==> src/rtl/irq_ctrl32_pkg.sv <==
package irq_ctrl32_pkg;
  localparam int unsigned NSRC = 32;
  localparam int unsigned AW   = 4;
  localparam int unsigned DW   = NSRC;

  localparam logic [AW-1:0] A_STAT  = 4'h0;
  localparam logic [AW-1:0] A_EN    = 4'h2;
  localparam logic [AW-1:0] A_ROUTE = 4'h3;
  localparam logic [AW-1:0] A_POL   = 4'h4;
  localparam logic [AW-1:0] A_TRIG  = 4'h5;
  localparam logic [AW-1:0] A_MSTAT = 4'h6;
endpackage

==> src/rtl/irq_ctrl32_sync.sv <==
module irq_ctrl32_sync #(
  parameter int unsigned W = 32
) (
  input  logic         clk_i,
  input  logic         rst_ni,
  input  logic [W-1:0] d_i,
  output logic [W-1:0] q_o
);
  logic [W-1:0] s1_q, s2_q;

  always_ff @(posedge clk_i or negedge rst_ni) begin
    if (!rst_ni) begin
      s1_q <= '0;
      s2_q <= '0;
    end else begin
      s1_q <= d_i;
      s2_q <= s1_q;
    end
  end

  assign q_o = s2_q;
endmodule

==> src/rtl/irq_ctrl32_detect.sv <==
module irq_ctrl32_detect #(
  parameter int unsigned W = 32
) (
  input  logic         clk_i,
  input  logic         rst_ni,
  input  logic [W-1:0] sync_i,
  input  logic [W-1:0] trig_i,
  input  logic [W-1:0] pol_i,
  output logic [W-1:0] set_o
);
  logic [W-1:0] prev_q;

  always_ff @(posedge clk_i or negedge rst_ni) begin
    if (!rst_ni) prev_q <= '0;
    else         prev_q <= sync_i;
  end

  for (genvar b = 0; b < W; b++) begin : g_bit
    logic active;
    logic changed;
    assign active   = ~(sync_i[b] ^ pol_i[b]);
    assign changed  = sync_i[b] ^ prev_q[b];
    // edge: the new value is the active one; level: active now
    assign set_o[b] = trig_i[b] ? (changed & active) : active;
  end

  // an edge-sensed source raises nothing while its input is steady
  a_r4_edge_needs_change: assert property (@(posedge clk_i) disable iff (!rst_ni)
    $stable(sync_i) |-> ((set_o & trig_i) == '0));
endmodule

==> src/rtl/irq_ctrl32_regs.sv <==
module irq_ctrl32_regs
  import irq_ctrl32_pkg::*;
(
  input  logic          clk_i,
  input  logic          rst_ni,
  input  logic          rd_i,
  input  logic          wr_i,
  input  logic [AW-1:0] addr_i,
  input  logic [DW-1:0] wdata_i,
  input  logic [DW-1:0] set_i,
  output logic [DW-1:0] rdata_o,
  output logic [DW-1:0] sts_o,
  output logic [DW-1:0] en_o,
  output logic [DW-1:0] route_o,
  output logic [DW-1:0] pol_o,
  output logic [DW-1:0] trig_o
);
  logic [DW-1:0] sts_q, en_q, route_q, pol_q, trig_q, rdata_q;
  logic [DW-1:0] clr, rd_mux;

  assign clr = (wr_i && addr_i == A_STAT) ? wdata_i : '0;

  always_ff @(posedge clk_i or negedge rst_ni) begin
    if (!rst_ni) begin
      sts_q   <= '0;
      en_q    <= '0;
      route_q <= '0;
      pol_q   <= '0;
      trig_q  <= '0;
    end else begin
      // set wins over clear so an active level source re-latches
      sts_q <= (sts_q & ~clr) | set_i;
      if (wr_i) begin
        case (addr_i)
          A_EN:    en_q    <= wdata_i;
          A_ROUTE: route_q <= wdata_i;
          A_POL:   pol_q   <= wdata_i;
          A_TRIG:  trig_q  <= wdata_i;
          default: ;
        endcase
      end
    end
  end

  always_comb begin
    case (addr_i)
      A_STAT:  rd_mux = sts_q;
      A_EN:    rd_mux = en_q;
      A_ROUTE: rd_mux = route_q;
      A_POL:   rd_mux = pol_q;
      A_TRIG:  rd_mux = trig_q;
      A_MSTAT: rd_mux = sts_q & en_q;
      default: rd_mux = '0;
    endcase
  end

  always_ff @(posedge clk_i or negedge rst_ni) begin
    if (!rst_ni)   rdata_q <= '0;
    else if (rd_i) rdata_q <= rd_mux;
  end

  assign rdata_o = rdata_q;
  assign sts_o   = sts_q;
  assign en_o    = en_q;
  assign route_o = route_q;
  assign pol_o   = pol_q;
  assign trig_o  = trig_q;

  // bits written as one are clear next cycle unless a new event arrived
  a_r6_w1c_clears: assert property (@(posedge clk_i) disable iff (!rst_ni)
    (wr_i && addr_i == A_STAT) |=> ((sts_q & $past(wdata_i) & ~$past(set_i)) == '0));

  // every detected event is held in status on the next cycle
  a_r7_set_latched: assert property (@(posedge clk_i) disable iff (!rst_ni)
    (set_i != '0) |=> (($past(set_i) & ~sts_q) == '0));

  // unmapped addresses read zero
  a_r3_unmapped_zero: assert property (@(posedge clk_i) disable iff (!rst_ni)
    (rd_i && (addr_i == 4'h1 || addr_i > A_MSTAT)) |=> (rdata_o == '0));

  // with no clearing write and no event, status holds
  a_r6_status_holds: assert property (@(posedge clk_i) disable iff (!rst_ni)
    (!(wr_i && addr_i == A_STAT) && set_i == '0) |=> $stable(sts_q));
endmodule

==> src/rtl/irq_ctrl32_out.sv <==
module irq_ctrl32_out #(
  parameter int unsigned W = 32
) (
  input  logic         clk_i,
  input  logic         rst_ni,
  input  logic [W-1:0] sts_i,
  input  logic [W-1:0] en_i,
  input  logic [W-1:0] route_i,
  output logic         crit_o,
  output logic         norm_o
);
  logic [W-1:0] pend;
  logic crit_q, norm_q;

  assign pend = sts_i & en_i;

  always_ff @(posedge clk_i or negedge rst_ni) begin
    if (!rst_ni) begin
      crit_q <= 1'b0;
      norm_q <= 1'b0;
    end else begin
      crit_q <= |(pend & route_i);
      norm_q <= |(pend & ~route_i);
    end
  end

  assign crit_o = crit_q;
  assign norm_o = norm_q;

  // nothing enabled means both requests drop on the next cycle
  a_r9_quiet_when_masked: assert property (@(posedge clk_i) disable iff (!rst_ni)
    (en_i == '0) |=> (!crit_o && !norm_o));
endmodule

==> src/rtl/irq_ctrl32.sv <==
module irq_ctrl32
  import irq_ctrl32_pkg::*;
(
  input  logic          clk_i,
  input  logic          rst_ni,
  input  logic          rd_i,
  input  logic          wr_i,
  input  logic [AW-1:0] addr_i,
  input  logic [DW-1:0] wdata_i,
  output logic [DW-1:0] rdata_o,
  input  logic [NSRC-1:0] irq_src_i,
  output logic          irq_crit_o,
  output logic          irq_norm_o
);
  logic [NSRC-1:0] src_bits, sync_bits, set_bits;
  logic [DW-1:0]   sts, en, route, pol, trig;

  // source n lives in register bit NSRC-1-n
  for (genvar n = 0; n < NSRC; n++) begin : g_rev
    assign src_bits[NSRC-1-n] = irq_src_i[n];
  end

  irq_ctrl32_sync #(.W(NSRC)) u_sync (
    .clk_i (clk_i),
    .rst_ni(rst_ni),
    .d_i   (src_bits),
    .q_o   (sync_bits)
  );

  irq_ctrl32_detect #(.W(NSRC)) u_detect (
    .clk_i (clk_i),
    .rst_ni(rst_ni),
    .sync_i(sync_bits),
    .trig_i(trig),
    .pol_i (pol),
    .set_o (set_bits)
  );

  irq_ctrl32_regs u_regs (
    .clk_i  (clk_i),
    .rst_ni (rst_ni),
    .rd_i   (rd_i),
    .wr_i   (wr_i),
    .addr_i (addr_i),
    .wdata_i(wdata_i),
    .set_i  (set_bits),
    .rdata_o(rdata_o),
    .sts_o  (sts),
    .en_o   (en),
    .route_o(route),
    .pol_o  (pol),
    .trig_o (trig)
  );

  irq_ctrl32_out #(.W(NSRC)) u_out (
    .clk_i  (clk_i),
    .rst_ni (rst_ni),
    .sts_i  (sts),
    .en_i   (en),
    .route_i(route),
    .crit_o (irq_crit_o),
    .norm_o (irq_norm_o)
  );
endmodule

==> config.mk <==
export PLATFORM = sky130hd
export DESIGN_NAME = irq_ctrl32
export DESIGN_NICKNAME = d
export VERILOG_FILES = /design/src/rtl/irq_ctrl32_pkg.sv /design/src/rtl/irq_ctrl32_sync.sv /design/src/rtl/irq_ctrl32_detect.sv /design/src/rtl/irq_ctrl32_regs.sv /design/src/rtl/irq_ctrl32_out.sv /design/src/rtl/irq_ctrl32.sv
export SDC_FILE = /design/constraint.sdc
export NUM_CORES = 1
export LEC_CHECK = 0
export BUFFER_PORTS_ARGS = -buffer_cell sky130_fd_sc_hd__buf_2
export CORE_ASPECT_RATIO = 1.5
export CORE_MARGIN = 5
export CORE_UTILIZATION = 47
export CTS_CLUSTER_SIZE = 28
export DETAILED_ROUTE_END_ITERATION = 6
export MAX_ROUTING_LAYER = met4
export PLACE_DENSITY = 0.64
export SLEW_MARGIN = 0
export SYNTH_ARGS = -nofsm -noshare
export SYNTH_HDL_FRONTEND = slang
export SYNTH_SLANG_ARGS = --single-unit
export TNS_END_PERCENT = 20
==> constraint.sdc <==
create_clock -name clk_i -period 3.9 [get_ports clk_i]
set_input_delay 0.39 -clock clk_i [delete_from_list [all_inputs] [get_ports clk_i]]
set_output_delay 0.39 -clock clk_i [all_outputs]
set_load 0.005 [all_outputs]
==> results of run 1 <==
==> cells by family (layout without fill, tap and decap cells) <==
kind of cell | after synthesis | after routing
compound gates | 191 | 191
xor+xnor | 27 | 27
buf+inv | 81 | 231
flops | 290 | 290
mux | 128 | 128
other cells | 0 | 1
simple gates | 230 | 230
==> placed cells by master (no fill, tap or decap), drive strengths merged, types with 14 or more instances in the layout <==
cell type    synthesis  routed
a22oi               69      69
a32oi               29      29
and3                34      34
buf                 37     116
clkbuf              12      38
dfrtp              290     290
dlygate4sd3          0      33
inv                 32      32
mux2               128     128
nand2               82      82
nand3               62      62
nor2b               19      19
o22ai               44      44
o311ai              19      19
xnor2               14      14
==> layer usage <==
| layer | GRT usage | up-vias |
|---|---|---|
| li1 | - | 3755 |
| met1 | 0.2546 | 4155 |
| met2 | 0.3784 | 218 |
| met3 | 0.02709 | 53 |
| met4 | 0.06821 | 0 |
| met5 | - | - |
==> power groups by stage <==
stage	Sequential, W	Clock (W)	Combinational [W]
2_1_floorplan	0.00374	0	0.000609
3_3_place_gp	0.00386	0	0.000888
3_5_place_dp	0.00387	0	0.000913
4_1_cts	0.00381	0.00277	0.000944
5_1_grt	0.00388	0.00290	0.00104
6_report	0.00382	0.00272	0.000924
==> per-stage QoR <==
stage	setup WS, ps	hold slack, ps
floorplan	2208	94.41
global placement	1539	332.4
detailed placement	1498	334.7
CTS	1900	112.8
global route	1858	123.1
finish	1903	128.3
==> final cells by class <==
cell class	count	area, um2	share of cell area
flip-flops and latches	290	7257	0.5163
multi-input cells	576	4363	0.3104
repair buffers	149	973.4	0.06926
clock buffers	38	809.5	0.05760
well taps	328	410.4	0.02920
inverters	32	120.1	0.008546
clock inverters	12	118.9	0.008457
diodes	1	2.502	0.0001780
==> registers in the layout, summed over array words and instances, names as in the netlist <==
name,flops
u_detect.prev_q,32
u_regs.en_o,32
u_regs.pol_o,32
u_regs.rdata_o,32
u_regs.route_o,32
u_regs.sts_o,32
u_regs.trig_o,32
u_sync.q_o,32
u_sync.s1_q,32
u_out.crit_o,1
u_out.norm_o,1
==> worst max-delay path by stage <==
stage                                    to  slack (ps)  depth (start not counted)
after floorplan            u_regs.pol_o[10]        2210                          5
after global placement    u_regs.trig_o[11]        1540                          3
after detailed placement  u_regs.trig_o[24]        1500                          3
after CTS                      u_out.crit_o        1900                          4
after global routing           u_out.crit_o        1860                          4
final                          u_out.crit_o        1900                          4
==> worst register-to-register path, stage by stage, from the launching register on <==
cell and delay (ps):
dfrtp_1 450, nand3_1 110, nand4_1 150, or4_1 570, or4_1 580
==> results.txt, run 1 <==
Status - finished clean
Worst min path class - in -> reg
Fillers - 2,170
CTS tree - done
Antenna viol nets, final - 0
# clock sinks - 290
Syn Inst Count - 947
Syn. warnings - 0
Post-route cell area - 0.01405 mm2
All-Layer GR Usage - 0.2138
Psw - 0.001992 W
Hold Crit Endpoint - u_regs.trig_o[23]
Leak - 6.031 nW
Ratio of cells with drive above 1 in the final layout - 0.1559
Clk Latency, worst-skew pair - 540 ps
Post-Synth Adder-Cell Area - 0
CP max stage cell - or4_1
DP Wirelength - 18.78 mm
Switching Share - 0.2672
CTS Hold Bufs - 33
Total power draw - 0.007455 W
Hold Fails Final Rpt - 0
Overflow after GRT - 0
HP Start - wdata_i[23]
Internal - 0.005463 W
Pwr per Cell Area - 530.4 mW/mm2
Die width - 140.1 um
Met3 wire len - 1.234 mm
Largest family of logic cells by synthesized area - multiplexers
Final Non-Filler Cells - 1,426
Synth Register Bits - 290
Vias in the first global route - 8,646
CTS max path bufs - 3
Metal2 WL - 15.70 mm
Reg2Reg Setup Slack - 1900 ps
Worst Path Buf+Inv - 0
Core ar. - 0.02505 mm2
Worst-path clk slew - 70 ps
Htree depth - 1
Crit path DAT - 2390 ps
Final Net Count - 1,149
Main flop type after synthesis - dfrtp_1
Combinational power share - 0.124
Crit share post-route - 0.5121
Final min period - 1997 ps
VDD IR max - 0.0003611 V
WS Path Type - reg -> reg
Critical path peak fanout - 5
Setup repair bufs after CTS - 0
Worst path cell trace - nand3_1, nand4_1, or4_1, or4_1
Initial antenna violation count - 1
Sequential power share - 0.512
Drt drc - 0
Worst Tran Pin Value - 984.7 ps
Port Buffers - 105
CP top delay family - simple AND/OR/NAND/NOR gates
Post-synth cell types - 31
Worst relative slew slack - 0.3412
Initial Util - 0.4762
Mux cell area share after synthesis - 0.1208
Die area - 0.02873 mm2
Worst hold path stage count - 2
Die Y - 205.1 um
Max Clk Rate - 500.7 MHz
Post-CTS resize count - 0
R2r worst-path depth - 4
Area contributors post-synth - dfrtp_1 61%, mux2_1 12%, a22oi_1 4.3%
Met1 Wirelength - 11.44 mm
Wire length reported by the detailed router - 29.24 mm
Vias - 8,181
Final core utilization - 0.5610
Post-synthesis simple-gate area fraction - 0.1034
CTS Buf Count - 28
Largest net degree at the start of global routing - 111
Post-DP Area - 0.01279 mm2
Max-slew violation count - 0
Fraction of registers with async set/reset - 1.000
Commonest cells post-synth - 290 x dfrtp_1, 128 x mux2_1, 79 x nand2_1
Reg2reg end - u_out.crit_o
WL/cell - 20.50 um
Unrepaired setup endpoints after global routing - false
Root buffer cell - clkbuf_16
XOR/XNOR share of the synthesized area - 0.01982
CP startpoint - u_regs.sts_o[18]
Vias per inst - 5.737
Pre-Repair DR Iteration Count - 5
First-pass GRT wire length - 47.59 mm
CP max stage delay - 580 ps
Iteration-0 DRC Markers - 562
Crit path required time - 4290 ps
Clock network power share - 0.364
Mean post-synth cell area - 12.60 um2
Area Growth Syn to Fin - 17.82%
Most common cell in the netlist - dfrtp_1
Setup TNS - 0 ps
Max Cap Viol - 0
Critical path startpoint category - flop
Mapped Area - 0.01193 mm2
Inst Count DP - 1,342
Part of the Yosys area used for sequential elements - 0.6083
Synth Area in Compound Gates - 0.1179
Setup violators final - 0
Most used cell, CP - or4_1
Syn nets - 1,019
Yosys top cell area share - 0.6083
Number of flops mapped to enable cells by yosys - 0
Gpl congestion - 0.7942
Ports - 106
Clk_skew - 14.02 ps
Worst reg2reg startpoint - u_regs.sts_o[18]
Crit end category - flop
Cell taking the most area after synthesis - dfrtp_1
Site row count - 71
Top layer in use - met4
Note: power is estimated with default switching activity, not from simulation.
==> run 2, diff against run 1 <==
Settings changed: PLACE_DENSITY 0.64 to 0.67.
Clock period 3.9 ns to 1.68 ns, I/O delays scaled along.
==> results.txt, run 2 (same netlist as run 1, synthesis figures left out) <==
Sequential power share - 0.467 (was 0.512)
Site row count - 71 (unchanged)
Hold Fails Final Rpt - 0 (unchanged)
Worst path cell trace - nand3_2, nand4_1, or4_1, or4_1 (was nand3_1, nand4_1, or4_1, or4_1)
Clock network power share - 0.379 (was 0.364)
Worst Tran Pin Value - 498.3 ps (was 984.7 ps)
Crit path DAT - 2110 ps (was 2390 ps)
Largest net degree at the start of global routing - 63 (was 111)
Worst reg2reg startpoint - u_regs.sts_o[20] (was u_regs.sts_o[18])
Crit end category - flop (unchanged)
Iteration-0 DRC Markers - 591 (was 562)
Pwr per Cell Area - 1215 mW/mm2 (was 530.4 mW/mm2)
Fillers - 2,010 (was 2,170)
Worst-path clk slew - 60 ps (was 70 ps)
Critical path startpoint category - flop (unchanged)
Leak - 6.703 nW (was 6.031 nW)
Reg2reg end - u_out.crit_o (unchanged)
Status - finished with violations (was finished clean)
Gr busiest metal - met2 (unchanged)
Most frequent cells in the layout - 290 x dfrtp_1, 128 x mux2_1, 104 x buf_2 (unchanged)
Antenna viol nets, final - 0 (unchanged)
Vias - 8,862 (was 8,181)
Setup violators final - 1 (was 0)
First-pass GRT wire length - 50.78 mm (was 47.59 mm)
Die Y - 205.1 um (unchanged)
Max Cap Viol - 0 (unchanged)
Crit share post-route - 1.004 (was 0.5121)
Max Clk Rate - 592.7 MHz (was 500.7 MHz)
Psw - 0.004830 W (was 0.001992 W)
Clk Latency, worst-skew pair - 550 ps (was 540 ps)
# clock sinks - 290 (unchanged)
Htree depth - 1 (unchanged)
Total power draw - 0.01869 W (was 0.007455 W)
Final Worst Setup Slack - -7.087 ps (was 1903 ps)
Core ar. - 0.02505 mm2 (unchanged)
Commonest non-fill, non-tap cell in the layout - dfrtp_1 (unchanged)
CP max stage delay - 530 ps (was 580 ps)
Failing checks - setup timing
VDD IR max - 0.0009767 V (was 0.0003611 V)
Unrepaired setup endpoints after global routing - true (was false)
Most used cell, CP - or4_1 (unchanged)
Ratio of cells with drive above 1 in the final layout - 0.2186 (was 0.1559)
Setup crit end - u_out.crit_o (unchanged)
Die width - 140.1 um (unchanged)
Gpl congestion - 0.8914 (was 0.7942)
CTS max path bufs - 3 (unchanged)
WL/cell - 20.54 um (was 20.50 um)
Reg2Reg Setup Slack - -7 ps (was 1900 ps)
Port Buffers - 105 (unchanged)
Setup TNS - -7.087 ps (was 0 ps)
M1 GR Usage - 0.2660 (was 0.2546)
Final min period - 1687 ps (was 1997 ps)
Final Net Count - 1,262 (was 1,149)
CTS Buf Count - 28 (unchanged)
Crit path required time - 2100 ps (was 4290 ps)
M3 GR Usage - 0.03270 (was 0.02709)
Pre-CTS setup slack - -39.71 ps (was 1498 ps)
Initial Util - 0.4762 (unchanged)
Max-slew violation count - 0 (unchanged)
Die area - 0.02873 mm2 (unchanged)
R2r worst-path depth - 4 (unchanged)
CTS tree - done (unchanged)
Worst relative slew slack - 0.6664 (was 0.3412)
Initial antenna violation count - 0 (was 1)
Pre-Repair DR Iteration Count - 6 (was 5)
CP startpoint - u_regs.sts_o[20] (was u_regs.sts_o[18])
Drt drc - 0 (unchanged)
DP Wirelength - 20.61 mm (was 18.78 mm)
Clk_skew - 14.35 ps (was 14.02 ps)
CP max stage cell - or4_1 (unchanged)
Wire length reported by the detailed router - 31.66 mm (was 29.24 mm)
All-Layer GR Usage - 0.2292 (was 0.2138)
Critical path peak fanout - 2 (was 5)
Root buffer cell - clkbuf_16 (unchanged)
Worst min path class - in -> async (was in -> reg)
Ports - 106 (unchanged)
Switching Share - 0.2585 (was 0.2672)
Overflow after GRT - 0 (unchanged)
Internal - 0.01386 W (was 0.005463 W)
Met2 global-route usage - 0.4036 (was 0.3784)
WS Path Type - reg -> reg (unchanged)
Vias per inst - 5.751 (was 5.737)
Area Growth Syn to Fin - 28.98% (was 17.82%)
Vias in the first global route - 9,398 (was 8,646)
Combinational power share - 0.154 (was 0.124)
[run 2: worst max-delay path, delay by kind of cell, from the launching register on]
kind             cells  cell delay, ps
AND/OR/NAND/NOR      4            1150
flip-flops           1             410
[run 2: area by class of cell]
class | instances | area (um2) | share of cell area
clock buffer | 43 | 898.4 | 0.05839
tap | 328 | 410.4 | 0.02667
inverter | 32 | 120.1 | 0.007807
timing repair buffer | 262 | 2115 | 0.1374
antenna | 1 | 2.502 | 0.0001626
sequential | 290 | 7257 | 0.4717
multi-input combinational | 576 | 4410 | 0.2867
clock inverter | 9 | 172.7 | 0.01122
[run 2: worst min-delay path by stage]
| stage | from | endpoint | depth (start not counted) |
|---|---|---|---|
| after floorplan | rst_ni | u_detect.prev_q[0] | 0 |
| after global routing | rst_ni | u_regs.rdata_o[27] | 2 |
| final | rst_ni | u_detect.prev_q[28] | 2 |
| after CTS | rst_ni | u_regs.rdata_o[27] | 2 |
| after global placement | rst_ni | u_detect.prev_q[28] | 1 |
| after detailed placement | rst_ni | u_detect.prev_q[28] | 1 |
[run 2: layer usage]
layer / routed length, um / vias up
met5: 0 / -
met4: 1190 / 0
met3: 1457 / 89
met2: 16790 / 256
met1: 12220 / 4527
li1: - / 3990
[run 2: power by group through the flow]
| stage | clock network (W) | registers, W | logic (W) |
|---|---|---|---|
| after floorplan | 0 | 0.00869 | 0.00141 |
| after global placement | 0 | 0.00880 | 0.00266 |
| after detailed placement | 0 | 0.00884 | 0.00273 |
| after CTS | 0.00722 | 0.00872 | 0.00289 |
| after global routing | 0.00750 | 0.00885 | 0.00317 |
| final | 0.00707 | 0.00874 | 0.00288 |
[run 2: per-stage QoR]
step / utilization / std cells / hold WS (ps) / area (um2)
2_1_floorplan: - / 947 / -127.6 / 11930
3_3_place_gp: 0.5432 / 1422 / 88.50 / 13610
3_5_place_dp: 0.5432 / 1422 / 93.40 / 13610
4_1_cts: 0.6133 / 1540 / 103.7 / 15360
5_1_grt: 0.6141 / 1540 / 143.2 / 15380
6_report: 0.6142 / 1541 / 110.8 / 15390
[run 2: timing repair]
item	CTS	global route
pin swaps	1	2
gates resized for setup	5	4
endpoints found under the hold margin	479	0
buffers inserted	1	0
hold buffers	65	0
endpoints found under the setup margin	1	2
